**config.mk**
```make
export PLATFORM = sky130hd
export DESIGN_NAME = torus_route_unit
export DESIGN_NICKNAME = d
export VERILOG_FILES = /design/src/rtl/torus_route_unit.sv
export SDC_FILE = /design/constraint.sdc
export NUM_CORES = 1
export LEC_CHECK = 0
export BUFFER_PORTS_ARGS = -buffer_cell sky130_fd_sc_hd__buf_4
export CAP_MARGIN = 20
export CORE_ASPECT_RATIO = 1.75
export CORE_MARGIN = 2
export CORE_UTILIZATION = 40
export DETAILED_ROUTE_END_ITERATION = 7
export PLACE_DENSITY = 0.67
export SLEW_MARGIN = 20
export SYNTH_ARGS = -nofsm -noshare
export SYNTH_HDL_FRONTEND = slang
export SYNTH_SLANG_ARGS = --single-unit
```
**constraint.sdc**
```tcl
create_clock -name vclk -period 16
set_input_delay 3.2 -clock vclk [all_inputs]
set_output_delay 3.2 -clock vclk [all_outputs]
set_load 0.02 [all_outputs]
```
**src/rtl/torus_route_unit.sv**
```systemverilog
module torus_route_unit #(
  parameter int X_SIZE = 8,
  parameter int Y_SIZE = 8,
  parameter int X_DATELINE = X_SIZE - 1,
  parameter int Y_DATELINE = Y_SIZE - 1,
  localparam int XW = (X_SIZE > 1) ? $clog2(X_SIZE) : 1,
  localparam int YW = (Y_SIZE > 1) ? $clog2(Y_SIZE) : 1
) (
  input  logic [XW-1:0] cur_x_i,
  input  logic [YW-1:0] cur_y_i,
  input  logic [XW-1:0] dst_x_i,
  input  logic [YW-1:0] dst_y_i,
  input  logic [1:0]    vc_i,
  input  logic          cls_i,
  input  logic          ordered_i,
  input  logic          pref_dim_i,
  input  logic [3:0]    congest_i,
  output logic [2:0]    port_o,
  output logic [2:0]    chan_o,
  output logic          dim_o
);
  localparam logic [2:0] P_LOCAL = 3'd0, P_XP = 3'd1, P_XN = 3'd2, P_YP = 3'd3, P_YN = 3'd4;
  localparam logic [1:0] VC_AD = 2'd0, VC_E0 = 2'd1, VC_E1 = 2'd2;

  function automatic int offs(int a, int b, int n);
    return (b >= a) ? b - a : b + n - a;
  endfunction

  function automatic logic crosses(int c, int len, logic pos, int dl, int n);
    return pos ? (offs(c, dl, n) < len) : (offs((dl + 1) % n, c, n) < len);
  endfunction

  int cx, cy, offx, offy, lenx, leny;
  logic x_pos, y_pos, x_live, y_live, x_cross, y_cross;
  logic [2:0] x_port, y_port;

  assign cx     = int'(cur_x_i);
  assign cy     = int'(cur_y_i);
  assign offx   = offs(cx, int'(dst_x_i), X_SIZE);
  assign offy   = offs(cy, int'(dst_y_i), Y_SIZE);
  assign x_pos  = offx <= X_SIZE - offx;
  assign y_pos  = offy <= Y_SIZE - offy;
  assign lenx   = x_pos ? offx : X_SIZE - offx;
  assign leny   = y_pos ? offy : Y_SIZE - offy;
  assign x_live = offx != 0;
  assign y_live = offy != 0;
  assign x_port = x_pos ? P_XP : P_XN;
  assign y_port = y_pos ? P_YP : P_YN;
  assign x_cross = crosses(cx, lenx, x_pos, X_DATELINE, X_SIZE);
  assign y_cross = crosses(cy, leny, y_pos, Y_DATELINE, Y_SIZE);

  function automatic logic busy(logic [2:0] p, logic [3:0] c);
    case (p)
      P_XP: return c[0];
      P_XN: return c[1];
      P_YP: return c[2];
      P_YN: return c[3];
      default: return 1'b0;
    endcase
  endfunction

  logic at_dest, esc_dim, pref_live, oth_live;
  logic [2:0] esc_port, pref_port, oth_port;
  logic [1:0] esc_vc, vsel;

  assign at_dest   = !x_live && !y_live;
  assign esc_dim   = ordered_i ? !x_live : (pref_dim_i ? y_live : !x_live);
  assign esc_port  = esc_dim ? y_port : x_port;
  assign esc_vc    = (esc_dim ? y_cross : x_cross) ? VC_E0 : VC_E1;
  assign pref_live = pref_dim_i ? y_live : x_live;
  assign oth_live  = pref_dim_i ? x_live : y_live;
  assign pref_port = pref_dim_i ? y_port : x_port;
  assign oth_port  = pref_dim_i ? x_port : y_port;

  always_comb begin
    port_o = esc_port;
    vsel   = esc_vc;
    dim_o  = esc_dim;
    if (at_dest) begin
      port_o = P_LOCAL;
      vsel   = vc_i;
      dim_o  = 1'b0;
    end else if (!ordered_i && vc_i == VC_AD) begin
      if (pref_live && !busy(pref_port, congest_i)) begin
        port_o = pref_port;
        vsel   = VC_AD;
        dim_o  = pref_dim_i;
      end else if (oth_live && !busy(oth_port, congest_i)) begin
        port_o = oth_port;
        vsel   = VC_AD;
        dim_o  = !pref_dim_i;
      end
    end else if (!ordered_i && !busy(esc_port, congest_i)) begin
      vsel = VC_AD;
    end
  end

  assign chan_o = cls_i ? 3'(vsel) + 3'd3 : 3'(vsel);

  always_comb begin
    AST_LOCAL_AT_DEST: assert ((port_o == P_LOCAL) == (cur_x_i == dst_x_i && cur_y_i == dst_y_i))
      else $error("local port mismatch");
    AST_PRODUCTIVE_HOP: assert (!(port_o == P_XP || port_o == P_XN) || (x_live && (port_o == P_XP) == x_pos))
      else $error("unproductive X hop");
    AST_PRODUCTIVE_Y: assert (!(port_o == P_YP || port_o == P_YN) || (y_live && (port_o == P_YP) == y_pos))
      else $error("unproductive Y hop");
    AST_ESC_NO_EARLY_TURN: assert (at_dest || ordered_i || vsel == VC_AD || !pref_live || dim_o == pref_dim_i)
      else $error("escape turned early");
    AST_ORDERED_FIXED: assert (at_dest || !ordered_i || (vsel != VC_AD && dim_o == !x_live))
      else $error("ordered left fixed route");
    AST_CLASS_SET: assert ((chan_o >= 3'd3) == cls_i && chan_o <= 3'd5)
      else $error("channel outside class set");
  end
endmodule

```
==> results.txt <==
Synth warn: 0
Top-count cell post-synth: ha_1
DR pass1 iterations: 4
Register area share after synthesis: 0%
Die Y: 101 um
Max IR drop VDD: 0.0372 mV
Vias in the first global route: 2030
Post-CTS Resized: 0
Setup bufs post-CTS: 0
Non-filler cells, final: 355
Worst path buffer plus inverter count: 3
Worst path required time: 12.80 ns
Min cycle time layout: 12.52 ns
Hold path start: cls_i
Post-synth top area share: 32.2%
Vias per cell: 5.78
Max_cap viols: 0
Initial antenna violation count: 0
Io pins: 28
Clock power frac: 0%
Net Sw Power: 0.0000981 W
# DRC: 0
GPL Wtd Cong: 0.948
Port buffer count: 28
Crit Path Max Fanout: 10
Min-delay worst type: primary input to primary output
Initial DRC count: 69
Fin Hold WS: 6.71 ns
Die span in x: 59.2 um
Dpl cells: 355
Die area: 5960 um^2
Final Slew Violations: 0
Core ar.: 5210 um^2
Crit Path Class: primary input to primary output
RSZ-0062 raised after global routing: false
Register share of total power: 0%
Post-DP HPWL: 4370 um
Sw Ratio: 57.8%
Wire per inst: 14.4 um
Int Pwr: 0.0000716 W
Worst min-delay path endpoint: chan_o[1]
Final ANT Viol Nets: 0
Worst-Margin Slew: 0.814 ns
Sequential cells: 0
CP Capture Type: primary output
CTS Hold Bufs: 0
Post-layout util: 46.2%
Via count: 2051
Combinational Power Share: 100.0%
Crit-path most repeated cell: ha_1
First-pass GRT wire length: 8630 um
Synth Area per Inst: 7.79 um^2
Run status: finished clean
Inserted Diodes: 0
Area grow syn2layout: 12.7%
Leakage power: 1.20 nW
Netlist cell types: 65
Clkbuf count: 0
Slew headroom: 45.3%
Hold path cells: 3
PD cells: 70.6 nW/um^2
FF+latch area: 0 um^2
Total track usage: 17.7%
Critical Path Start Type: primary input
Layout cells sized above 1: 17.7%
Drt total wl: 5110 um
Critical path's slowest cell: fa_1
Area contributors post-synth: ha_1 (32%), inv_1 (6.5%), a21oi_1 (4.9%)
Overflow after GRT: 0
Final setup TNS: 0 ns
Crit path max-delay family: adder cells
Fin nets: 382
Filler cell count: 530
Cell count after synthesis: 274
CP arrival: 9.32 ns
Mapped cell area: 2140 um^2
Fmax: 0.0799 GHz
Tcrit/Tclk final: 78.3%
Crit-path max cell delay: 0.64 ns
Yosys top cell by area: ha_1
Multi-input combinational cell area: 1970 um^2
Std cell rows: 35
Final Hold Vio Count: 0
Largest net degree at the start of global routing: 20
Final count of negative-setup-slack endpoints: 0
Synth cell count leaders: ha_1 (55), inv_1 (37), nor2_1 (22)
Synth Net Count: 354
Starting Density: 41.0%
-- logic make-up (layout without fill, tap and decap cells) --
| kind of cell | count (synthesis) | after routing | synth area share [%] |
|---|---|---|---|
| and+or+nand+nor | 89 | 89 | 22.7 |
| buffers and inverters | 41 | 67 | 7.62 |
| AOI/OAI and AO/OA | 68 | 68 | 25.1 |
| muxes | 11 | 11 | 6.03 |
| adders and majority gates | 61 | 61 | 37.0 |
| xor gates and xnor gates | 4 | 4 | 1.64 |
-- layer usage --
layer / part of all wire, % / GRT usage [%] / wire, um / up-vias
met5: 0 / 0 / 0 / -
met2: 58 / 36.3 / 2980 / 43
li1: - / - / - / 1041
met3: 2.6 / 0.899 / 135 / 12
met4: 3.1 / 5.59 / 156 / 0
met1: 36 / 17.7 / 1840 / 955
-- worst min-delay path, delay by kind of cell --
kind / cells / cell delay [ns]
buf+inv: 2 / 0.25
compound gates: 1 / 0.06
-- how the worst max path moves through the flow --
stage	from	to	slack, ns	depth (start not counted)
floorplan	dst_x_i[0]	chan_o[1]	4.06	24
global placement	cur_x_i[0]	chan_o[1]	3.58	25
detailed placement	cur_x_i[0]	chan_o[1]	3.50	25
CTS	cur_x_i[0]	chan_o[1]	3.48	25
global route	cur_x_i[0]	chan_o[1]	3.02	25
finish	cur_x_i[0]	chan_o[1]	3.48	25
-- layout by cell type (no fill, tap or decap), types with 3 or more instances in the layout --
cell type,count
and3_1,3
a21o_1,6
mux2_4,3
a211oi_2,4
nor4_1,3
nand2b_1,3
inv_1,37
a21oi_1,21
and3b_1,3
nor2_1,22
mux2_2,3
buf_4,28
nand2_1,20
ha_1,55
nor3_1,8
mux2i_1,5
fa_1,4
o21ai_0,5
nand3_1,7
a211oi_1,3
o211ai_1,3
-- power by group through the flow --
stage	Combinational, W	Sequential (W)	Clock, W
floorplan	0.000127	0	0
global placement	0.000167	0	0
detailed placement	0.000169	0	0
CTS	0.000170	0	0
global route	0.000191	0	0
finish	0.000170	0	0
-- cell type report --
cell class	count	area share, %
multi-input cells	233	82.0
repair buffers	28	8.74
well taps	55	2.86
inverters	39	6.40
-- per-stage QoR --
| stage | power [W] | setup WS [ns] | area (um^2) |
|---|---|---|---|
| 2_1_floorplan | 0.000127 | 4.06 | 2140 |
| 3_3_place_gp | 0.000167 | 3.58 | 2410 |
| 3_5_place_dp | 0.000169 | 3.50 | 2410 |
| 4_1_cts | 0.000170 | 3.48 | 2410 |
| 5_1_grt | 0.000191 | 3.02 | 2410 |
| 6_report | 0.000170 | 3.48 | 2410 |
Power figures use the tool's default switching activity.
